`src/rtl/bown_pkg.sv`:
```
package bown_pkg;
  typedef enum logic [1:0] {
    ST_IDLE = 2'd0,
    ST_WAIT = 2'd1,
    ST_HELD = 2'd2,
    ST_DROP = 2'd3
  } own_state_e;
endpackage

```
`src/rtl/bown_fsm.sv`:
```
module bown_fsm
  import bown_pkg::*;
#(
  parameter bit PARK_EN = 1'b1
) (
  input  logic clk,
  input  logic rst_n,
  input  logic xfer_valid,
  input  logic rmw_open,
  input  logic arb_grant_n,
  input  logic busy_in_n,
  output logic bus_req_n,
  output logic busy_out_n,
  output logic busy_oe,
  output logic owner_ready
);
  own_state_e state_q, state_d;
  logic       give_up;

  generate
    if (PARK_EN) begin : g_park
      // stay parked until the arbiter withdraws the grant
      assign give_up = arb_grant_n && !xfer_valid && !rmw_open;
    end else begin : g_noprk
      // hand the bus back as soon as the work is done
      assign give_up = !xfer_valid && !rmw_open;
    end
  endgenerate

  always_comb begin
    state_d = state_q;
    case (state_q)
      ST_IDLE: if (xfer_valid) state_d = ST_WAIT;
      ST_WAIT: if (!arb_grant_n && busy_in_n) state_d = ST_HELD;
      ST_HELD: if (give_up) state_d = ST_DROP;
      ST_DROP: state_d = ST_IDLE;
      default: state_d = ST_IDLE;
    endcase
  end

  always_ff @(posedge clk or negedge rst_n) begin
    if (!rst_n) state_q <= ST_IDLE;
    else        state_q <= state_d;
  end

  assign busy_oe     = (state_q == ST_HELD) || (state_q == ST_DROP);
  assign busy_out_n  = (state_q != ST_HELD);
  assign owner_ready = (state_q == ST_HELD);
  assign bus_req_n   = !((state_q == ST_WAIT) ||
                         ((state_q == ST_HELD) && (xfer_valid || rmw_open)));
endmodule

```
`src/rtl/bown_lock.sv`:
```
module bown_lock (
  input  logic clk,
  input  logic rst_n,
  input  logic accept,
  input  logic xfer_rmw,
  input  logic lock_hold,
  output logic rmw_open,
  output logic bus_lock_n
);
  logic open_q;
  logic hold_q;

  always_ff @(posedge clk or negedge rst_n) begin
    if (!rst_n) begin
      open_q <= 1'b0;
      hold_q <= 1'b0;
    end else begin
      hold_q <= lock_hold;
      if (accept) begin
        // second beat of a pair closes it, a marked first beat opens one
        open_q <= open_q ? 1'b0 : xfer_rmw;
      end
    end
  end

  assign rmw_open   = open_q;
  assign bus_lock_n = !(hold_q || open_q || (accept && xfer_rmw));
endmodule

```
`src/rtl/bus_owner_ctrl.sv`:
```
module bus_owner_ctrl #(
  parameter bit PARK_EN = 1'b1
) (
  input  logic clk,
  input  logic rst_n,
  input  logic xfer_valid,
  input  logic xfer_rmw,
  output logic xfer_ready,
  input  logic lock_hold,
  input  logic arb_grant_n,
  input  logic busy_in_n,
  output logic bus_req_n,
  output logic busy_out_n,
  output logic busy_oe,
  output logic bus_lock_n
);
  logic rmw_open;
  logic owner_ready;
  logic accept;

  assign xfer_ready = owner_ready;
  assign accept     = xfer_valid && owner_ready;

  bown_fsm #(.PARK_EN(PARK_EN)) u_fsm (
    .clk         (clk),
    .rst_n       (rst_n),
    .xfer_valid  (xfer_valid),
    .rmw_open    (rmw_open),
    .arb_grant_n (arb_grant_n),
    .busy_in_n   (busy_in_n),
    .bus_req_n   (bus_req_n),
    .busy_out_n  (busy_out_n),
    .busy_oe     (busy_oe),
    .owner_ready (owner_ready)
  );

  bown_lock u_lock (
    .clk        (clk),
    .rst_n      (rst_n),
    .accept     (accept),
    .xfer_rmw   (xfer_rmw),
    .lock_hold  (lock_hold),
    .rmw_open   (rmw_open),
    .bus_lock_n (bus_lock_n)
  );
endmodule

```
`config.mk`:
```
export PLATFORM = sky130hd
export DESIGN_NAME = bus_owner_ctrl
export DESIGN_NICKNAME = d
export VERILOG_FILES = /design/src/rtl/bown_pkg.sv /design/src/rtl/bown_fsm.sv /design/src/rtl/bown_lock.sv /design/src/rtl/bus_owner_ctrl.sv
export SDC_FILE = /design/constraint.sdc
export NUM_CORES = 1
export LEC_CHECK = 0
export BUFFER_PORTS_ARGS = -buffer_cell sky130_fd_sc_hd__buf_2
export CAP_MARGIN = 30
export CORE_AREA = 4 4 41 43
export DETAILED_ROUTE_END_ITERATION = 7
export DIE_AREA = 0 0 45 47
export GPL_TIMING_DRIVEN = 0
export HOLD_SLACK_MARGIN = 0.15
export PLACE_DENSITY_LB_ADDON = 0.05
export REMOVE_ABC_BUFFERS = 1
export SLEW_MARGIN = 20
export SYNTH_ARGS = -nofsm -noshare
export SYNTH_HDL_FRONTEND = slang
export SYNTH_SLANG_ARGS = --single-unit
export TNS_END_PERCENT = 30
```
`constraint.sdc`:
```
create_clock -name clk -period 2 [get_ports clk]
set_input_delay 0.2 -clock clk [delete_from_list [all_inputs] [get_ports clk]]
set_output_delay 0.2 -clock clk [all_outputs]
set_load 0.1 [all_outputs]
```
==> flow_summary.toml <==
[yosys]
synth_top_area_cell = "dfrtp_1"
ys_top_cells_by_area = "dfrtp_1 (36%), ha_1 (22%), mux2_4 (5.4%)"
syn_area_um2 = 280
synthCells = 27
yosysWarnings = 0
avgSynthCellArea_um2 = 10.4
seq_area_frac_synth = 0.357
synthDistinctLibCells = 16
synth.top_cell.area_share = 0.357
synth-seq-cells = 4

[placement]
dp_hpwl_um = 491
io_buffers = 11
gp_congestion = 0.771

[critical_path]
critical-path-top-delay-family = "buffers and inverters"
crit_buf_inv = 2
timing.critical_path.arrival_ns = 1.67
r2r_cells = 5
worstPathMaxFanout = 4
cp.depth = 4
crit_path_start = "u_fsm.state_q[0]"
worst-setup-path-type = "register to output port"
slowest_delay_ns = 0.46
worstSetupEndpoint = "bus_lock_n"
required_ns = 1.80
reg2reg_to = "u_fsm.state_q[1]"
cp_slowest_cell = "buf_2"
start_kind = "register"
r2r_slack_ns = 0.38
crit_path_end_kind = "output port"
crit_chain = "inv_1 > ha_1 > a311oi_1 > buf_2"
r2r_start = "u_fsm.state_q[0]"

[outcome]
status = "finished, final reports clean"

[routing]
drc = 0
ant_nets = 0
dr.first_iter.drc_count = 4
routedWlPerCell_um = 10.0
drtPass1Iterations = 4
wl_um = 582
vias_per_cell = 4.07
num_vias = 236

[global_routing]
grt_max_degree = 6
track_usage = 0.0602
grt_pass1_vias = 231
grt_antenna_before_repair = 0
gr-total-overflow = 0
grt_pass1_wl_um = 855

[clocking]
clkSinkCount = 4
cts_max_path_buffers = 2
htree_num_levels = 1
cts_hold_buffers = 2
clkTransAtPathRegs_ns = 0.03
cts_tree = "built"
clk_latency_ns = 0.23
ctsResizeCount = 0
cts_setup_buffers = 0
numCtsBuffers = 3
cts_root_buf = "clkbuf_4"

[timing]
setup_viol = 0
tightest_slew_ns = 0.489
whs_ns = 0.255
slew_viol_final = 0
finalCritPeriodShare = 0.933
slew_headroom = 0.677
hold_viol_final = 0
post-route-min-period_ns = 1.87
skew_ns = 0.00141
clock.fmax_ghz = 0.536
grt_setup_unrepaired = "false"

[cells_and_area]
final_net_count = 57
seqCellArea_um2 = 100
n_fill_cell = 155
layout-drive-gt1-share = 0.395
syn2layout_area_growth_pct = 41.5
multi_input_area_um2 = 169
antenna_cells = 0

[floorplan]
start_util = 0.215
core_area_mm2 = 0.00130
rows = 13
fp.dieArea_mm2 = 0.00212
die_w_um = 45
io-pin-count = 12
die_h_um = 47

[min_path]
hp-class = "input port to register"

[job]
maxCapViolCount = 0
-- how the worst min path moves through the flow --
stage | slack (ns) | to | cells after the start | start
after detailed placement | 0.007 | u_lock.hold_q | 1 | rst_n
final | 0.26 | u_lock.rmw_open | 3 | xfer_rmw
after floorplan | -0.1 | u_fsm.state_q[0] | 0 | rst_n
after global placement | 0.006 | u_lock.hold_q | 1 | rst_n
after CTS | 0.25 | u_lock.rmw_open | 3 | xfer_rmw
after global routing | 0.28 | u_lock.rmw_open | 3 | xfer_rmw
-- worst register-to-register path, cell delays in order (launching register included) --
cell     delay [ns]
dfrtp_1        0.38
inv_1          0.11
ha_1           0.22
and2b_2        0.19
a221o_1        0.30
mux2_4         0.31
-- kinds of logic (layout without fill, tap and decap cells) --
group	Yosys count	count (layout)	share of synthesized area
AOI/OAI and AO/OA	6	6	0.156
and+or+nand+nor	8	8	0.170
buffers and inverters	3	19	0.0402
adders and majority gates	5	5	0.223
muxes	1	1	0.0536
DFF	4	4	0.357
-- synthesized netlist by cell type (all sizes together) --
master and instances:
and2b 1, nand2 2, nor2 1, nand2b 2
or2 1, dfrtp 4, a211oi 1, a221o 1
a311oi 1, o21a 1, inv 3, mux2 1
o21ai 1, a21oi 1, ha 5, or3b 1
-- cell usage in the layout (no fill, tap or decap), types with 2 or more instances in the layout --
| cell type | netlist | routed |
|---|---|---|
| nand2b_1 | 2 | 2 |
| nand2_1 | 2 | 2 |
| ha_1 | 5 | 5 |
| inv_1 | 3 | 3 |
| clkbuf_4 | 0 | 3 |
| dfrtp_1 | 4 | 4 |
| dlygate4sd3_1 | 0 | 2 |
| buf_2 | 0 | 11 |
-- metrics by stage --
stage | cell area (um^2) | setup TNS, ns | setup WS, ns | instances | utilization
floorplan | 280 | -2.28 | -1.34 | 27 | -
global placement | 354 | 0 | 0.391 | 53 | 0.272
detailed placement | 354 | 0 | 0.370 | 53 | 0.272
CTS | 397 | 0 | 0.124 | 58 | 0.305
global route | 397 | 0 | 0.0377 | 58 | 0.305
finish | 397 | 0 | 0.135 | 58 | 0.305
-- registers in the layout (all words and copies together), names as in the netlist --
register         count
u_lock.rmw_open      1
u_fsm.state_q        2
u_lock.hold_q        1
-- final cells by class --
type / instances / area share
timing repair buffer: 13 / 0.189
sequential: 4 / 0.252
multi-input combinational: 20 / 0.426
clock buffer: 3 / 0.0568
inverter: 3 / 0.0284
tap: 15 / 0.0473
-- metal layers --
| layer | track usage | share of wire | vias up |
|---|---|---|---|
| li1 | - | - | 125 |
| met1 | 0.0619 | 0.42 | 103 |
| met2 | 0.0960 | 0.50 | 8 |
| met3 | 0.0115 | 0.086 | 0 |
| met4 | 0.0702 | 0 | 0 |
| met5 | 0 | 0 | - |
Power is left out: the tool's default activity adds up to more than one toggle a clock period on the data nets, which glitch-free logic cannot reach.
